## src/rtl/inv_cmdq_pkg.sv

```systemverilog
`timescale 1ns/1ps
package inv_cmdq_pkg;

    typedef enum logic [2:0] {
        ST_IDLE,
        ST_FETCH_LO,
        ST_WAIT_LO,
        ST_INVAL,
        ST_FETCH_HI,
        ST_WAIT_HI,
        ST_NOTIFY,
        ST_RETIRE
    } eng_state_e;

    localparam logic [1:0] SEL_BASE = 2'd0;
    localparam logic [1:0] SEL_HEAD = 2'd1;
    localparam logic [1:0] SEL_TAIL = 2'd2;

    localparam int  CMD_TYPE_BIT   = 4;
    localparam int  CMD_NOTIFY_BIT = 5;
    localparam int  CMD_IDX_LSB    = 8;
    localparam logic CMD_TYPE_BY_INDEX = 1'b0;

endpackage

```

## src/rtl/inv_cmdq_regs.sv

```systemverilog
`timescale 1ns/1ps
module inv_cmdq_regs
    import inv_cmdq_pkg::*;
#(
    parameter int IDX_W  = 12,
    parameter int ADDR_W = 48,
    parameter int REG_W  = 64
) (
    input  logic              clk,
    input  logic              rst_n,
    input  logic              wr_en,
    input  logic [1:0]        wr_sel,
    input  logic [REG_W-1:0]  wr_data,
    input  logic [1:0]        rd_sel,
    input  logic              busy,
    input  logic              head_adv,
    output logic [REG_W-1:0]  rd_data,
    output logic [IDX_W-1:0]  head_idx,
    output logic [IDX_W-1:0]  tail_idx,
    output logic [ADDR_W-1:0] ring_base
);
    localparam int PAGE_SHIFT = 12;
    localparam int SIZE_W     = 4;

    logic [ADDR_W-1:PAGE_SHIFT] base_hi_q;
    logic [SIZE_W-1:0]          size_q;
    logic [IDX_W-1:0]           head_q;
    logic [IDX_W-1:0]           tail_q;
    logic                       unused_wr_bits;

    assign unused_wr_bits = ^wr_data[REG_W-1:ADDR_W];

    always_ff @(posedge clk or negedge rst_n) begin
        if (!rst_n) begin
            base_hi_q <= '0;
            size_q    <= '0;
            head_q    <= '0;
            tail_q    <= '0;
        end else begin
            if (wr_en && wr_sel == SEL_BASE) begin
                base_hi_q <= wr_data[ADDR_W-1:PAGE_SHIFT];
                size_q    <= wr_data[SIZE_W-1:0];
            end
            if (wr_en && wr_sel == SEL_TAIL)
                tail_q <= wr_data[IDX_W-1:0];
            if (wr_en && wr_sel == SEL_HEAD && !busy)
                head_q <= wr_data[IDX_W-1:0];
            else if (head_adv)
                head_q <= head_q + 1'b1;
        end
    end

    always_comb begin
        rd_data = '0;
        unique case (rd_sel)
            SEL_BASE: begin
                rd_data[ADDR_W-1:PAGE_SHIFT] = base_hi_q;
                rd_data[SIZE_W-1:0]          = size_q;
            end
            SEL_HEAD: rd_data[IDX_W-1:0] = head_q;
            SEL_TAIL: rd_data[IDX_W-1:0] = tail_q;
            default:  rd_data = '0;
        endcase
    end

    assign head_idx  = head_q;
    assign tail_idx  = tail_q;
    assign ring_base = {base_hi_q, {PAGE_SHIFT{1'b0}}};

endmodule

```

## src/rtl/inv_cmdq_fsm.sv

```systemverilog
`timescale 1ns/1ps
module inv_cmdq_fsm
    import inv_cmdq_pkg::*;
#(
    parameter int              IDX_W      = 12,
    parameter int              ADDR_W     = 48,
    parameter int              DATA_W     = 64,
    parameter int              ENT_W      = 16,
    parameter logic [DATA_W-1:0] NOTIFY_VAL = 1
) (
    input  logic              clk,
    input  logic              rst_n,
    input  logic [IDX_W-1:0]  head_idx,
    input  logic [IDX_W-1:0]  tail_idx,
    input  logic [ADDR_W-1:0] ring_base,
    output logic              mem_req,
    output logic              mem_we,
    output logic [ADDR_W-1:0] mem_addr,
    output logic [DATA_W-1:0] mem_wdata,
    input  logic              mem_gnt,
    input  logic              mem_rvalid,
    input  logic [DATA_W-1:0] mem_rdata,
    output logic              inv_valid,
    output logic [ENT_W-1:0]  inv_index,
    output logic              head_adv,
    output logic              busy
);
    localparam int SLOT_SHIFT = 4;
    localparam int WORD_BYTES = DATA_W / 8;

    eng_state_e        state_q, state_d;
    logic [ENT_W-1:0]  idx_q;
    logic              ntf_q;
    logic [ADDR_W-1:0] naddr_q;
    logic [ADDR_W-1:0] slot_addr;
    logic              unused_rd_bits;

    assign unused_rd_bits = ^mem_rdata[DATA_W-1:ADDR_W];
    assign slot_addr = ring_base + ADDR_W'({head_idx, {SLOT_SHIFT{1'b0}}});

    always_ff @(posedge clk or negedge rst_n) begin
        if (!rst_n) state_q <= ST_IDLE;
        else        state_q <= state_d;
    end

    always_comb begin
        state_d = state_q;
        unique case (state_q)
            ST_IDLE:     if (head_idx != tail_idx) state_d = ST_FETCH_LO;
            ST_FETCH_LO: if (mem_gnt) state_d = ST_WAIT_LO;
            ST_WAIT_LO:
                if (mem_rvalid)
                    state_d = (mem_rdata[CMD_TYPE_BIT] == CMD_TYPE_BY_INDEX)
                              ? ST_INVAL : ST_RETIRE;
            ST_INVAL:    state_d = ntf_q ? ST_FETCH_HI : ST_RETIRE;
            ST_FETCH_HI: if (mem_gnt) state_d = ST_WAIT_HI;
            ST_WAIT_HI:  if (mem_rvalid) state_d = ST_NOTIFY;
            ST_NOTIFY:   if (mem_gnt) state_d = ST_RETIRE;
            ST_RETIRE:   state_d = ST_IDLE;
            default:     state_d = ST_IDLE;
        endcase
    end

    always_ff @(posedge clk or negedge rst_n) begin
        if (!rst_n) begin
            idx_q   <= '0;
            ntf_q   <= 1'b0;
            naddr_q <= '0;
        end else begin
            if (state_q == ST_WAIT_LO && mem_rvalid) begin
                idx_q <= mem_rdata[CMD_IDX_LSB +: ENT_W];
                ntf_q <= mem_rdata[CMD_NOTIFY_BIT];
            end
            if (state_q == ST_WAIT_HI && mem_rvalid)
                naddr_q <= mem_rdata[ADDR_W-1:0];
        end
    end

    always_comb begin
        mem_req   = 1'b0;
        mem_we    = 1'b0;
        mem_addr  = slot_addr;
        mem_wdata = NOTIFY_VAL;
        inv_valid = 1'b0;
        head_adv  = 1'b0;
        unique case (state_q)
            ST_FETCH_LO: mem_req = 1'b1;
            ST_FETCH_HI: begin
                mem_req  = 1'b1;
                mem_addr = slot_addr + ADDR_W'(WORD_BYTES);
            end
            ST_NOTIFY: begin
                mem_req  = 1'b1;
                mem_we   = 1'b1;
                mem_addr = naddr_q;
            end
            ST_INVAL:  inv_valid = 1'b1;
            ST_RETIRE: head_adv  = 1'b1;
            default: ;
        endcase
    end

    assign inv_index = idx_q;
    assign busy      = (state_q != ST_IDLE);

endmodule

```

## src/rtl/inv_cmdq_engine.sv

```systemverilog
`timescale 1ns/1ps
module inv_cmdq_engine
    import inv_cmdq_pkg::*;
#(
    parameter int                IDX_W      = 12,
    parameter int                ADDR_W     = 48,
    parameter int                DATA_W     = 64,
    parameter int                ENT_W      = 16,
    parameter logic [DATA_W-1:0] NOTIFY_VAL = 1
) (
    input  logic              clk,
    input  logic              rst_n,
    input  logic              reg_wr_en,
    input  logic [1:0]        reg_wr_sel,
    input  logic [DATA_W-1:0] reg_wr_data,
    input  logic [1:0]        reg_rd_sel,
    output logic [DATA_W-1:0] reg_rd_data,
    output logic              mem_req,
    output logic              mem_we,
    output logic [ADDR_W-1:0] mem_addr,
    output logic [DATA_W-1:0] mem_wdata,
    input  logic              mem_gnt,
    input  logic              mem_rvalid,
    input  logic [DATA_W-1:0] mem_rdata,
    output logic              inv_valid,
    output logic [ENT_W-1:0]  inv_index
);
    logic [IDX_W-1:0]  head_idx;
    logic [IDX_W-1:0]  tail_idx;
    logic [ADDR_W-1:0] ring_base;
    logic              head_adv;
    logic              busy;

    inv_cmdq_regs #(.IDX_W(IDX_W), .ADDR_W(ADDR_W), .REG_W(DATA_W)) regs_i (
        .clk       (clk),
        .rst_n     (rst_n),
        .wr_en     (reg_wr_en),
        .wr_sel    (reg_wr_sel),
        .wr_data   (reg_wr_data),
        .rd_sel    (reg_rd_sel),
        .busy      (busy),
        .head_adv  (head_adv),
        .rd_data   (reg_rd_data),
        .head_idx  (head_idx),
        .tail_idx  (tail_idx),
        .ring_base (ring_base)
    );

    inv_cmdq_fsm #(
        .IDX_W(IDX_W), .ADDR_W(ADDR_W), .DATA_W(DATA_W),
        .ENT_W(ENT_W), .NOTIFY_VAL(NOTIFY_VAL)
    ) fsm_i (
        .clk        (clk),
        .rst_n      (rst_n),
        .head_idx   (head_idx),
        .tail_idx   (tail_idx),
        .ring_base  (ring_base),
        .mem_req    (mem_req),
        .mem_we     (mem_we),
        .mem_addr   (mem_addr),
        .mem_wdata  (mem_wdata),
        .mem_gnt    (mem_gnt),
        .mem_rvalid (mem_rvalid),
        .mem_rdata  (mem_rdata),
        .inv_valid  (inv_valid),
        .inv_index  (inv_index),
        .head_adv   (head_adv),
        .busy       (busy)
    );

endmodule

```

## config.mk

```make
export PLATFORM = sky130hd
export DESIGN_NAME = inv_cmdq_engine
export DESIGN_NICKNAME = d
export VERILOG_FILES = /design/src/rtl/inv_cmdq_pkg.sv /design/src/rtl/inv_cmdq_regs.sv /design/src/rtl/inv_cmdq_fsm.sv /design/src/rtl/inv_cmdq_engine.sv
export SDC_FILE = /design/constraint.sdc
export NUM_CORES = 1
export LEC_CHECK = 0
export ABC_AREA = 1
export BUFFER_PORTS_ARGS = -buffer_cell sky130_fd_sc_hd__clkbuf_2
export CORE_MARGIN = 5
export CORE_UTILIZATION = 46
export CTS_BUF_LIST = sky130_fd_sc_hd__clkbuf_4 sky130_fd_sc_hd__clkbuf_8 sky130_fd_sc_hd__clkbuf_16
export CTS_CLUSTER_DIAMETER = 100
export CTS_CLUSTER_SIZE = 10
export DETAILED_ROUTE_END_ITERATION = 16
export PLACE_DENSITY_LB_ADDON = 0.25
export SLEW_MARGIN = 20
export SYNTH_ARGS = -nofsm -noshare
export SYNTH_HDL_FRONTEND = slang
export SYNTH_SLANG_ARGS = --single-unit
```

## constraint.sdc

```tcl
create_clock -name clk -period 2.45 [get_ports clk]
set_input_delay 0.1225 -clock clk [delete_from_list [all_inputs] [get_ports clk]]
set_output_delay 0.1225 -clock clk [all_outputs]
set_load 0.1 [all_outputs]
```

* After elaboration in Yosys (flattened, before gate mapping)
Index checks and enable logic that the tools add are counted.
** Storage, ports and cells
- Bits in latches :: 0
- Flip-flop bits (word level) :: 132
- Output and inout port bits :: 195
- Memories kept :: 0
- Input bits :: 137
- RAM bits :: 0
- Memory bits (read-only) :: 0
- Logic and storage cells :: 62
** Operators by class
- $lt $le $gt $ge :: 0
- Bitwise operators :: 0
- Shift-type cells :: 0
- Multipliers :: 0
- Equality and inequality tests :: 18
- Add/sub/neg operators :: 3
- Reductions and logical operators :: 14
- Multiplexer cells :: 19
- Divide/modulo/power cells :: 0
** Operator list (number)
- 48-bit case mux with 2 select lines :: 1
- 48-bit by 16-bit adder with 48-bit output :: 1
- 48-bit by 4-bit adder with 48-bit output, second input constant :: 1
- 36-bit 2-to-1 mux :: 1
- 12-bit 2-to-1 mux :: 2
- 3-bit case mux with 8 select lines :: 1
- 3-bit 2-to-1 mux :: 7
- 8-bit case mux with 2 select lines :: 1
- 12-bit by 1-bit adder with 12-bit output, second input constant :: 1
- 3-bit equality test, second input constant :: 4
- 12-bit != test :: 1
- 4-bit case mux with 3 select lines :: 1
- 2-bit != test, second input constant :: 5
- 3-bit by 2-bit equality test with 1-bit output, second input constant :: 2
- 1-bit logical AND :: 6
- 6-bit AND reduction :: 1
- 2-bit by 1-bit equality test with 1-bit output, second input constant :: 2
- 2-bit equality test, second input constant :: 2
- 2-bit logical NOT :: 2
- 1-bit 2-to-1 mux :: 4
- 3-bit by 1-bit equality test with 1-bit output, second input constant :: 1
- 3-bit logical NOT :: 1
- 3-bit nonzero test :: 1
- 3-bit OR reduction :: 1
- other kinds (4) :: 4

* Depth between registers and ports, before layout
- Word-level depth :: 4
- Gate-level depth with buffers :: 11
- Gate-level depth less buffers :: 11

* Modules after synthesis
Synthesis repeated with hierarchy kept, for this count alone.
** Unflattened totals
- Cells, all modules :: 1727
- Area total of the unflattened synthesis :: 11592.4 um^2
** Modules (own cells, without submodules)
- inv_cmdq_fsm :: area each 7941.4 um^2, instances 1, seq. area each 1701.6 um^2, cells each 1317
- inv_cmdq_regs :: area each 3651.0 um^2, instances 1, seq. area each 1601.5 um^2, cells each 410

* Worst setup path before layout
OpenSTA, ideal clock, no wires.
- Path kind :: register to output
- From :: register regs_i.head_q[9], in the netlist regs_i.head_idx[9]
- To :: output mem_addr[18]
- Setup slack :: -1333 ps
- Path buffers :: 1
- Data arrival time :: 3661 ps
- Required time :: 2328 ps
- Stages on the path, launching flop included :: 8
- Cells stage by stage :: dfrtp_1 -> clkbuf_1 -> inv_1 -> fa_1 -> o21ai_4 -> nand2_2 -> xor2_1 -> o21ai_0
** On the way
- Word-level cells in the longest chain between the ends :: 3
** Ends and longest elaborated chain
- start, declared :: line inv_cmdq_regs.sv:27 : logic [IDX_W-1:0] head_q;
- start signal, assigned :: line inv_cmdq_regs.sv:47 : head_q <= wr_data[IDX_W-1:0];
- start signal, assigned :: line inv_cmdq_regs.sv:49 : head_q <= head_q + 1'b1;
- 48-bit by 16-bit adder with 48-bit output * :: line inv_cmdq_fsm.sv:39 : assign slot_addr = ring_base + ADDR_W'({head_idx, {SLOT_SHIFT{1'b0}}});
- 48-bit by 4-bit adder with 48-bit output :: line inv_cmdq_fsm.sv:90 : mem_addr = slot_addr + ADDR_W'(WORD_BYTES);
- 48-bit case mux with 2 select lines * :: line inv_cmdq_fsm.sv:86 : unique case (state_q)
- end, declared :: line inv_cmdq_engine.sv:20 : output logic [ADDR_W-1:0] mem_addr,
Every way passes the cells marked *; elsewhere a longest branch is shown, timed or not.

* Final worst setup path
- From :: register regs_i.base_hi_q[12] (netlist name)
- To :: output mem_addr[26]
** On the way
- Word-level cells in the longest chain between the ends :: 3
** Ends and longest elaborated chain
- start, declared :: line inv_cmdq_regs.sv:25 : logic [ADDR_W-1:PAGE_SHIFT] base_hi_q;
- start signal, assigned :: line inv_cmdq_regs.sv:41 : base_hi_q <= wr_data[ADDR_W-1:PAGE_SHIFT];
- 48-bit by 16-bit adder with 48-bit output * :: line inv_cmdq_fsm.sv:39
- 48-bit by 4-bit adder with 48-bit output :: line inv_cmdq_fsm.sv:90
- 48-bit case mux with 2 select lines * :: line inv_cmdq_fsm.sv:86
Marks and branches as above.

==> impl_metrics.py <==
metrics = {
    "logic_synthesis": {
        "synth_largest_area_cell": "sky130_fd_sc_hd__dfrtp_1",
        "post_synth_num_cell_types": 47,
        "ys_seq_area_share_pct": 38.69,
        "synth_top_flop_cell": "sky130_fd_sc_hd__dfrtp_1",
        "ys_warn_count": 0,
        "synth_edf_count": 0,
        "postSynthAreaPerCell_um2": 7.833,
        "ys_top_cells_by_area": "sky130_fd_sc_hd__dfrtp_1 39%, sky130_fd_sc_hd__nand2_1 11%, sky130_fd_sc_hd__buf_4 7.1%",
        "yosys_register_bits": 132,
        "synth-async-reset-ratio_pct": 100.0,
        "yosys.area.top_type_share_pct": 38.69,
        "netlist_instances": 1090,
        "post_synth_instance_area_um2": 8538,
    },
    "global_routing": {
        "first_pass_grt_wire_length_um": 45230,
        "grt_usage_pct": 26.43,
        "grt_overflow": 0,
        "number_of_global_route_vias_before_repair": 8242,
        "maximum_number_of_pins_on_one_net_before_global_route_repair": 61,
        "antenna_found_initial": 0,
    },
    "layout": {
        "layout-drive-gt1-share_pct": 32.92,
        "nets": 1574,
        "postLayoutCoreUtil_pct": 72.97,
        "final_instance_area_um2": 13240,
        "antennaDiodeCount": 0,
        "area.growth.synth_to_final_pct": 55.10,
        "fin_cells": 1669,
    },
    "floorplan": {
        "ioPinCount": 332,
        "chipWidth_um": 146.2,
        "dieArea_um2": 21390,
        "row_count": 49,
        "floorplan.core_area_um2": 18150,
        "initial_core_util_pct": 47.05,
        "die_h_um": 146.2,
    },
    "clock_tree": {
        "clkSlewWorstSetupHoldPaths_ns": 0.06,
        "tritoncts": "built",
        "htree_num_levels": 4,
        "cts.sinks": 132,
        "ctsLongestPathBuffers": 2,
        "clkLatencyLatePin_ns": 0.43,
        "clockRootBuffer": "sky130_fd_sc_hd__clkbuf_16",
        "cts-buffers-inserted": 17,
    },
    "detailed_routing": {
        "post-route-drc-count": 0,
        "drt_pass1_iterations": 5,
        "avgRoutedWirePerCell_um": 17.53,
        "first_iter_violations": 542,
        "avgViaCountPerCell": 5.031,
        "antenna_violating_nets_post_route": 0,
        "postRouteWirelength_um": 29250,
        "num_vias": 8397,
    },
    "pwr": {
        "power.leakage_nw": 6.709,
        "vdd.ir_drop.worst_v": 0.001228,
        "p_per_area_nw_per_um2": 1380,
    },
    "timing": {
        "timing.clock.skew_ns": 0.005744,
        "post-route-min-period_ns": 2.656,
        "hold_viol_final": 1,
        "grt_setup_unrepaired": "yes",
        "fin_crit_sh_pct": 108.4,
        "finalSetupViolations": 30,
        "timing_max_transition_violations_final": 0,
        "holdWs_ns": -0.001507,
        "worst_slew_pin_slew_ns": 0.5561,
        "slack_of_the_critical_path_ns": -0.2061,
        "tns_ns": -2.434,
        "relSlewSlack_pct": 62.93,
        "top_achievable_clock_speed_ghz": 0.3765,
    },
    "setup_path": {
        "worst-path-max-fanout": 3,
        "worst_setup_path_end_kind": "primary output",
        "crit_type": "flip-flop to primary output",
        "r2r.worst_path.cells": 5,
        "endpoint_arrival_time_on_the_critical_path_ns": 2.53,
        "regToRegSetupSlack_ns": 0.60,
        "crit_required_ns": 2.33,
        "worstSetupStartpointType": "flip-flop",
    },
    "run_status": {
        "run_status": "finished with violations",
        "violated_checks": "hold timing, setup timing",
    },
    "min_path": {
        "hold_path_class": "input port to flip-flop",
        "hold_path_depth": 3,
    },
    "placement": {
        "place.port_buffers": 219,
        "dpl.hpwl_um": 20330,
        "routabilityCongestion": 0.8933,
        "numPlacedInstances": 1516,
        "placedInstanceArea_um2": 11070,
    },
    "flow_run": {
        "max_cap_viol_count": 0,
    },
}
==> final cells by class <==
type | count | area (um2)
inverters | 145 | 548.0
repair buffers | 359 | 3805
clock inverters | 11 | 150.1
flip-flops and latches | 132 | 3313
multi-input cells | 772 | 4666
well taps | 229 | 286.5
fillers | 1281 | 4905
clock buffers | 21 | 474.2
==> kinds of logic after synthesis <==
logic type                 count (synthesis)  share of synthesized area (%)
muxes                                     49                          7.693
other                                      2                        0.08796
xor gates and xnor gates                  30                          3.077
and+or+nand+nor                          463                          23.75
AOI/OAI and AO/OA                        140                          9.188
buffers and inverters                    264                          15.96
adders and majority gates                 10                          1.553
DFF                                      132                          38.69
==> synthesized netlist by cell type, types with 18 or more instances <==
cell type and count:
sky130_fd_sc_hd__clkbuf_1 18, sky130_fd_sc_hd__nor2_1 81, sky130_fd_sc_hd__inv_1 135, sky130_fd_sc_hd__nand4_1 18, sky130_fd_sc_hd__nand2_1 255, sky130_fd_sc_hd__buf_4 81
sky130_fd_sc_hd__mux2_2 21, sky130_fd_sc_hd__a21oi_1 43, sky130_fd_sc_hd__o21ai_0 29, sky130_fd_sc_hd__mux2_4 28, sky130_fd_sc_hd__dfrtp_1 132, sky130_fd_sc_hd__nand3_1 52
sky130_fd_sc_hd__o21ai_1 46
==> report_power, final <==
group | internal [mW] | switching, mW | total, mW | leakage [nW]
clock | 1.70 | 1.01 | 2.71 | 0.303
combinational | 3.83 | 8.09 | 11.9 | 4.82
sequential | 2.95 | 0.694 | 3.64 | 1.58
==> state kept, by name (all words and copies together), names as in the netlist <==
signal / cells
regs_i.tail_idx: 12
fsm_i.ntf_q: 1
regs_i.size_q: 4
fsm_i.inv_index: 16
regs_i.head_idx: 12
regs_i.base_hi_q: 36
fsm_i.state_q: 3
fsm_i.naddr_q: 48
==> metal layers <==
layer / part of all wire, % / global-route usage (%)
met1: 41 / 34.18
met4: 1.8 / 7.244
met2: 48 / 43.76
met3: 8.6 / 7.344
met5: 0 / 0
==> critical path, stage by stage (launching register included) <==
cell and delay, ns:
sky130_fd_sc_hd__dfrtp_1 0.36, sky130_fd_sc_hd__ha_2 0.20, sky130_fd_sc_hd__inv_2 0.04, sky130_fd_sc_hd__fa_2 0.38, sky130_fd_sc_hd__o21ai_4 0.21, sky130_fd_sc_hd__nand2_2 0.11
sky130_fd_sc_hd__nor2_4 0.16, sky130_fd_sc_hd__buf_6 0.14, sky130_fd_sc_hd__buf_12 0.10, sky130_fd_sc_hd__xnor2_4 0.07, sky130_fd_sc_hd__a21oi_4 0.16, sky130_fd_sc_hd__buf_12 0.19
==> timing repair <==
action	in CTS	in global routing
hold buffers	95	0
pin swaps	18	13
resized for setup	50	39
endpoints found under the hold margin	168	0
gates cloned	1	0
setup endpoints to repair	31	32
buffers inserted	15	12
==> metrics by stage <==
| stage | setup slack, ns | total power, mW |
|---|---|---|
| after floorplan | -0.6384 | 11.60 |
| after global placement | 0.1003 | 14.78 |
| after detailed placement | 0.008481 | 14.89 |
| after CTS | -0.1632 | 18.06 |
| after global routing | -0.3009 | 18.97 |
| final | -0.2061 | 18.27 |
==> cell usage in the layout (no fill, tap or decap), types with 4 or more instances in the layout <==
cell                            instances
sky130_fd_sc_hd__a21oi_1               31
sky130_fd_sc_hd__a21oi_2                4
sky130_fd_sc_hd__a21oi_4               10
sky130_fd_sc_hd__buf_12                92
sky130_fd_sc_hd__buf_4                 28
sky130_fd_sc_hd__buf_6                 13
sky130_fd_sc_hd__clkbuf_16             17
sky130_fd_sc_hd__clkbuf_2             131
sky130_fd_sc_hd__conb_1                80
sky130_fd_sc_hd__dfrtp_1              124
sky130_fd_sc_hd__dfrtp_2                8
sky130_fd_sc_hd__dlygate4sd3_1         95
sky130_fd_sc_hd__ha_1                   5
sky130_fd_sc_hd__inv_1                129
sky130_fd_sc_hd__inv_2                 15
sky130_fd_sc_hd__mux2_2                21
sky130_fd_sc_hd__mux2_4                28
sky130_fd_sc_hd__nand2_1              239
sky130_fd_sc_hd__nand2_2               22
sky130_fd_sc_hd__nand2_4                7
sky130_fd_sc_hd__nand3_1               42
sky130_fd_sc_hd__nand3_2               10
sky130_fd_sc_hd__nand4_1               18
sky130_fd_sc_hd__nor2_1                77
sky130_fd_sc_hd__nor2_2                 7
sky130_fd_sc_hd__nor2_4                 9
sky130_fd_sc_hd__nor3_1                10
sky130_fd_sc_hd__o21ai_0               20
sky130_fd_sc_hd__o21ai_1               47
sky130_fd_sc_hd__o21ai_2                7
sky130_fd_sc_hd__o21ai_4                5
sky130_fd_sc_hd__o221ai_1               7
sky130_fd_sc_hd__or2_0                  6
sky130_fd_sc_hd__or2_2                  4
sky130_fd_sc_hd__xnor2_1               11
sky130_fd_sc_hd__xor2_1                13
==> path summary, 6_finish.rpt <==
check | startpoint | to
worst min register to register | fsm_i.naddr_q[22] | fsm_i.naddr_q[22]
worst max-delay path | regs_i.base_hi_q[12] | mem_addr[26]
worst min-delay path | reg_wr_data[2] | regs_i.size_q[2]
worst max register to register | fsm_i.state_q[1] | regs_i.head_idx[9]
max in group asynchronous | rst_n | regs_i.base_hi_q[34]
min in group asynchronous | rst_n | fsm_i.naddr_q[43]
(Power assumes the default switching activity.)
